**src/rtl/pm_pkg.sv**
```systemverilog
package pm_pkg;
    localparam int REG_W  = 16;
    localparam int RD_W   = 32;
    localparam int DEC_W  = 6;

    localparam int STS_OVF = 0;
    localparam int STS_GBL = 5;
    localparam int STS_PWR = 8;
    localparam int STS_RTC = 10;

    localparam logic [REG_W-1:0] SCI_MASK =
        REG_W'((1 << STS_RTC) | (1 << STS_PWR) | (1 << STS_GBL) | (1 << STS_OVF));

    localparam logic [DEC_W-1:0] OFF_STS = 6'h00;
    localparam logic [DEC_W-1:0] OFF_EN  = 6'h02;
    localparam logic [DEC_W-1:0] OFF_TMR = 6'h08;

    typedef logic [REG_W-1:0] pm_reg_t;
endpackage

```
**src/rtl/pm_tmr.sv**
```systemverilog
module pm_tmr #(
    parameter int TMR_W = 24
) (
    input  logic             clk,
    input  logic             rst_n,
    input  logic             tick_i,
    output logic [TMR_W-1:0] cnt_o,
    output logic             msb_flip_o
);
    localparam int MSB = TMR_W - 1;

    typedef struct packed {
        logic [TMR_W-1:0] cnt;
    } tmr_state_t;

    tmr_state_t st_d, st_q;

    always_comb begin
        st_d = st_q;
        if (tick_i) begin
            st_d.cnt = st_q.cnt + 1'b1;
        end
        msb_flip_o = st_d.cnt[MSB] ^ st_q.cnt[MSB];
    end

    always_ff @(posedge clk or negedge rst_n) begin
        if (!rst_n) begin
            st_q <= '0;
        end else begin
            st_q <= st_d;
        end
    end

    assign cnt_o = st_q.cnt;
endmodule

```
**src/rtl/pm_evt_regs.sv**
```systemverilog
module pm_evt_regs
    import pm_pkg::*;
(
    input  logic    clk,
    input  logic    rst_n,
    input  logic    ovf_set_i,
    input  logic    rtc_i,
    input  logic    pwr_i,
    input  logic    clr_we_i,
    input  logic    en_we_i,
    input  pm_reg_t wdata_i,
    output pm_reg_t sts_o,
    output pm_reg_t en_o
);
    typedef struct packed {
        pm_reg_t sts;
        pm_reg_t en;
    } regs_t;

    regs_t   rg_d, rg_q;
    pm_reg_t set_vec;
    pm_reg_t clr_vec;

    always_comb begin
        set_vec          = '0;
        set_vec[STS_OVF] = ovf_set_i;
        set_vec[STS_PWR] = pwr_i;
        set_vec[STS_RTC] = rtc_i;
        clr_vec          = clr_we_i ? wdata_i : '0;

        rg_d     = rg_q;
        // a set in the same cycle as a clear takes priority
        rg_d.sts = (rg_q.sts & ~clr_vec) | set_vec;
        if (en_we_i) begin
            rg_d.en = wdata_i;
        end
    end

    always_ff @(posedge clk or negedge rst_n) begin
        if (!rst_n) begin
            rg_q <= '0;
        end else begin
            rg_q <= rg_d;
        end
    end

    assign sts_o = rg_q.sts;
    assign en_o  = rg_q.en;
endmodule

```
**src/rtl/pm_rd_mux.sv**
```systemverilog
module pm_rd_mux
    import pm_pkg::*;
#(
    parameter int TMR_W = 24
) (
    input  logic [DEC_W-1:0] off_i,
    input  pm_reg_t          sts_i,
    input  pm_reg_t          en_i,
    input  logic [TMR_W-1:0] tmr_i,
    output logic [RD_W-1:0]  rdata_o
);
    always_comb begin
        case (off_i)
            OFF_STS: rdata_o = RD_W'(sts_i);
            OFF_EN:  rdata_o = RD_W'(en_i);
            OFF_TMR: rdata_o = RD_W'(tmr_i);
            default: rdata_o = '0;
        endcase
    end
endmodule

```
**src/rtl/pm_event_timer.sv**
```systemverilog
module pm_event_timer
    import pm_pkg::*;
#(
    parameter int TMR_W  = 24,
    parameter int ADDR_W = 16
) (
    input  logic              clk,
    input  logic              rst_n,
    input  logic              tick_en,
    input  logic              rtc_evt,
    input  logic              pwrbtn_evt,
    input  logic              wr_en,
    input  logic [ADDR_W-1:0] addr,
    input  logic [REG_W-1:0]  wdata,
    output logic [RD_W-1:0]   rdata,
    output logic              sci
);
    logic [DEC_W-1:0] off;
    logic             addr_hi_unused;
    logic [TMR_W-1:0] tmr_q;
    logic             msb_flip;
    pm_reg_t          sts_q;
    pm_reg_t          en_q;
    logic             clr_we;
    logic             en_we;

    assign off            = addr[DEC_W-1:0];
    assign addr_hi_unused = ^addr[ADDR_W-1:DEC_W];
    assign clr_we         = wr_en && (off == OFF_STS);
    assign en_we          = wr_en && (off == OFF_EN);

    pm_tmr #(.TMR_W(TMR_W)) u_tmr (
        .clk        (clk),
        .rst_n      (rst_n),
        .tick_i     (tick_en),
        .cnt_o      (tmr_q),
        .msb_flip_o (msb_flip)
    );

    pm_evt_regs u_regs (
        .clk       (clk),
        .rst_n     (rst_n),
        .ovf_set_i (msb_flip),
        .rtc_i     (rtc_evt),
        .pwr_i     (pwrbtn_evt),
        .clr_we_i  (clr_we),
        .en_we_i   (en_we),
        .wdata_i   (wdata),
        .sts_o     (sts_q),
        .en_o      (en_q)
    );

    pm_rd_mux #(.TMR_W(TMR_W)) u_rd (
        .off_i   (off),
        .sts_i   (sts_q),
        .en_i    (en_q),
        .tmr_i   (tmr_q),
        .rdata_o (rdata)
    );

    assign sci = |(sts_q & en_q & SCI_MASK);
endmodule

```
**config.mk**
```make
export PLATFORM = sky130hd
export DESIGN_NAME = pm_event_timer
export DESIGN_NICKNAME = d
export VERILOG_FILES = /design/src/rtl/pm_pkg.sv /design/src/rtl/pm_tmr.sv /design/src/rtl/pm_evt_regs.sv /design/src/rtl/pm_rd_mux.sv /design/src/rtl/pm_event_timer.sv
export SDC_FILE = /design/constraint.sdc
export NUM_CORES = 1
export LEC_CHECK = 0
export BUFFER_PORTS_ARGS = -buffer_cell sky130_fd_sc_hd__buf_2
export CAP_MARGIN = 20
export CELL_PAD_IN_SITES_DETAIL_PLACEMENT = 0
export CELL_PAD_IN_SITES_GLOBAL_PLACEMENT = 1
export CORE_MARGIN = 2
export CORE_UTILIZATION = 41
export DETAILED_ROUTE_END_ITERATION = 10
export GPL_TIMING_DRIVEN = 0
export HOLD_SLACK_MARGIN = 0.03
export PLACE_DENSITY_LB_ADDON = 0.1
export SLEW_MARGIN = 40
export SYNTH_ARGS = -nofsm -noshare
export SYNTH_HDL_FRONTEND = slang
export SYNTH_SLANG_ARGS = --single-unit
export TNS_END_PERCENT = 1
```
**constraint.sdc**
```tcl
create_clock -name clk -period 1.7 [get_ports clk]
set_input_delay 0.17 -clock clk [delete_from_list [all_inputs] [get_ports clk]]
set_output_delay 0.17 -clock clk [all_outputs]
set_load 0.05 [all_outputs]
```
==> metrics.yaml <==
synth:
  ys_ff_latch: 56
  synth_cells: 256
  synth.area.mux_share_pct: 12.61
  synth_cell_types: 35
  yosys_warnings: 0
  synth_compound_area_share_pct: 7.806
  synthSimpleGateAreaFrac_pct: 17.00
  synth_top_family_by_area: "simple AND/OR/NAND/NOR gates"
  synth_edf_count: 0
  synth-async-reset-ratio_pct: 100.0
  avgSynthCellArea_sq_um: 10.89
  synth-xor-area-share_pct: 7.223
  syn-cell-area_sq_mm: 0.002789
  synthAdderAreaFrac_pct: 0.4486
  ys_seq_area_share_pct: 50.25
  synthFlopType: "dfrtp_1"
floorplanning:
  dieArea_sq_mm: 0.007478
  ios: 71
  start_util_pct: 41.74
  die_h_um: 86.48
  rows: 30
  dieWidth_um: 86.48
  coreArea_sq_mm: 0.006681
worst_setup_path:
  critPathTopFamily: "simple AND/OR/NAND/NOR gates"
  reg2reg_from: "u_tmr.cnt_o[0]$_DFFE_PN0P_"
  r2r_end: "u_tmr.cnt_o[22]$_DFFE_PN0P_"
  max_stage_delay_ns: 0.53
  r2r_slack_ns: 0.06
  setup.worst_path.end: "rdata[17]"
  crit_type: "input port to primary output"
  reg2reg_depth: 6
  required_ns: 1.53
  crit_top_cell: "buf_6"
  cp.depth: 7
  critPathLaunch: "addr[2]"
  critPathBufInv: 4
  path_max_fanout: 8
  cpMaxStageDelayCell: "or4_4"
  path_cells: "buf_6 -> or4_4 -> buf_12 -> nor3b_4 -> buf_6 -> and2_4 -> buf_8"
  cp-start-kind: "input port"
  crit_path_end_kind: "primary output"
  arrival_ns: 1.57
power:
  p_leak_nw: 1.747
  power.density_mw_per_mm2: 789.8
  switching_share_pct: 28.52
  power.switching_uw: 803.2
  intPower_mw: 2.013
  p_comb_share_pct: 16.6
  p_seq_share_pct: 56.9
  peakVddDrop_mv: 0.4053
  clkPwrFrac_pct: 26.5
global_route:
  first_global_vias: 1966
  grt_max_degree: 57
  grt_pass1_wl_um: 10370
  groute.usage.overall_pct: 18.03
  antenna_found_initial: 0
  grt-ovfl-total: 0
finish:
  layout-drive-gt1-share_pct: 35.24
  diodes: 0
  area_delta_synth_final_pct: 27.86
  final_util_pct: 53.37
  fillers: 630
  final_net_count: 370
placement:
  place.gp.congestion: 0.7403
  dp_worst_setup_slack_ns: -0.5598
  dp_hpwl_um: 4240
  numPortBuffers: 52
drt:
  first_pass_iters: 4
  drc: 0
  routed-via-count: 2066
  wl_per_cell_um: 15.13
  ant_nets: 0
  routed_wl_um: 6234
  viasPerCell: 5.015
  first_iter_violations: 117
clock_network:
  clock_path_buffers: 2
  root_buffer: "clkbuf_8"
  htreeDepth: 2
  insertion_delay_ns: 0.31
  cts_sinks: 56
  clkSlewWorstSetupHoldPaths_ns: 0.09
  cts_buffers: 5
  cts_tree: "built"
sta:
  fmaxAchievable_mhz: 576.1
  final.period_utilization_pct: 102.1
  finalHoldViolations: 0
  slew_violations: 0
  slew_headroom_pct: 51.03
  finClkSkew_ns: 0.005003
  setup_ws_ns: -0.03584
  rsz0062_at_grt: "yes"
  worstMarginPinSlew_ns: 0.7345
  setup_violations: 8
  post-route-min-period_ns: 1.736
run:
  max_cap_viol_count: 0
min_path:
  worstHoldPathType: "input port to register"
run_status:
  violations: "negative setup slack"
  status: "finished with violations"
## cell usage in the layout, fill, tap and decap left out, types with 3 or more instances in the layout
| cell type | Yosys | routed |
|---|---|---|
| and3_1 | 4 | 4 |
| clkbuf_2 | 0 | 4 |
| nand4_1 | 6 | 6 |
| clkbuf_8 | 0 | 6 |
| buf_6 | 2 | 9 |
| xnor2_1 | 13 | 13 |
| nand3_1 | 7 | 7 |
| mux2i_1 | 16 | 16 |
| xor2_1 | 10 | 10 |
| clkbuf_4 | 0 | 3 |
| buf_8 | 0 | 8 |
| conb_1 | 1 | 8 |
| and2_4 | 0 | 8 |
| buf_4 | 9 | 21 |
| dfrtp_1 | 56 | 54 |
| buf_2 | 2 | 29 |
| mux2_2 | 17 | 17 |
| dlygate4sd3_1 | 0 | 5 |
| nor2_1 | 36 | 34 |
| and4_1 | 6 | 5 |
| a21boi_0 | 11 | 11 |
| nand2_1 | 10 | 10 |
| a21oi_1 | 16 | 16 |
## Yosys cell counts, types with 2 or more instances
| cell | number | share of area [%] |
|---|---|---|
| xnor2_1 | 13 | 4.1 |
| a21o_1 | 2 | 0.54 |
| a21oi_1 | 16 | 2.9 |
| buf_2 | 2 | 0.36 |
| and2_1 | 9 | 2.0 |
| and3_1 | 4 | 0.90 |
| mux2i_1 | 16 | 5.7 |
| buf_4 | 9 | 2.4 |
| a21boi_1 | 2 | 0.54 |
| nand2_1 | 10 | 1.3 |
| a21boi_0 | 11 | 3.0 |
| xor2_1 | 10 | 3.1 |
| mux2_2 | 17 | 6.9 |
| dfrtp_1 | 56 | 50 |
| buf_6 | 2 | 0.81 |
| clkbuf_1 | 5 | 0.67 |
| nand4_1 | 6 | 1.3 |
| nor2_1 | 36 | 4.8 |
| nand3_1 | 7 | 1.3 |
| nor2b_1 | 2 | 0.45 |
| a22oi_1 | 2 | 0.54 |
| and4_1 | 6 | 1.9 |
## per-stage QoR
stage | instance area, sq um | power [mW] | hold WS [ns] | setup TNS, ns | std cells
after detailed placement | 3188 | 2.076 | 0.2790 | -14.85 | 395
after global placement | 3186 | 2.065 | 0.3534 | -14.51 | 395
after floorplan | 2825 | 1.919 | -0.1256 | -2.453 | 263
after CTS | 3430 | 2.844 | 0.03507 | -0.9003 | 407
after global routing | 3566 | 2.995 | 0.03393 | -0.8467 | 412
final | 3566 | 2.816 | 0.04096 | -0.2661 | 412
## flip-flops by register name (all words and copies together), names as in the netlist
register	count
u_regs.en_o	16
u_regs.sts_o	16
u_tmr.cnt_o	24
## repair_timing
action,4_1_cts,5_1_grt
resized for setup,35,41
gates cloned,0,0
setup buffers,0,5
setup endpoints to repair,27,41
pin swaps,3,4
hold buffers,5,0
hold endpoints to repair,60,0
## worst min-delay path by stage
stage | startpoint | end | depth (start not counted)
6_report | wdata[2] | u_regs.sts_o[2]$_DFF_PN0_ | 2
5_1_grt | wdata[12] | u_regs.sts_o[12]$_DFF_PN0_ | 2
4_1_cts | wdata[12] | u_regs.sts_o[12]$_DFF_PN0_ | 2
3_5_place_dp | rst_n | u_tmr.cnt_o[8]$_DFFE_PN0P_ | 1
3_3_place_gp | rtc_evt | u_regs.sts_o[10]$_DFF_PN0_ | 2
2_1_floorplan | rst_n | u_regs.en_o[0]$_DFFE_PN0P_ | 0
## logic make-up after synthesis
kind of cell             count (synthesis)
AND/OR/NAND/NOR                         88
flip-flops                              56
AO/OA/AOI/OAI                           34
multiplexers                            33
XOR/XNOR                                23
buffers and inverters                   20
adder cells (fa/ha/maj)                  1
other                                    1
## routing by layer
metal	global-route usage, %	up-vias	share of wire (%)
met5	0	-	0
met4	4.688	0	1.2
met3	3.905	5	4.1
met2	27.97	40	47
met1	25.75	1002	47
li1	-	1019	-
## area by class of cell
type / instances / area, sq um / share of cell area, %
buffer: 18 / 141.4 / 3.965
clock buffer: 8 / 90.09 / 2.526
sequential: 56 / 1404 / 39.37
multi-input combinational: 187 / 1331 / 37.33
inverter: 1 / 3.754 / 0.1053
timing repair buffer: 62 / 495.5 / 13.89
tap: 80 / 100.1 / 2.807
## power groups by stage
stage	Combinational [mW]	Sequential, mW	Clock, mW
floorplan	0.336	1.58	0
global placement	0.439	1.63	0
detailed placement	0.447	1.63	0
CTS	0.463	1.60	0.777
global route	0.521	1.63	0.844
finish	0.468	1.60	0.747
Note: power is estimated with default switching activity, not from simulation.
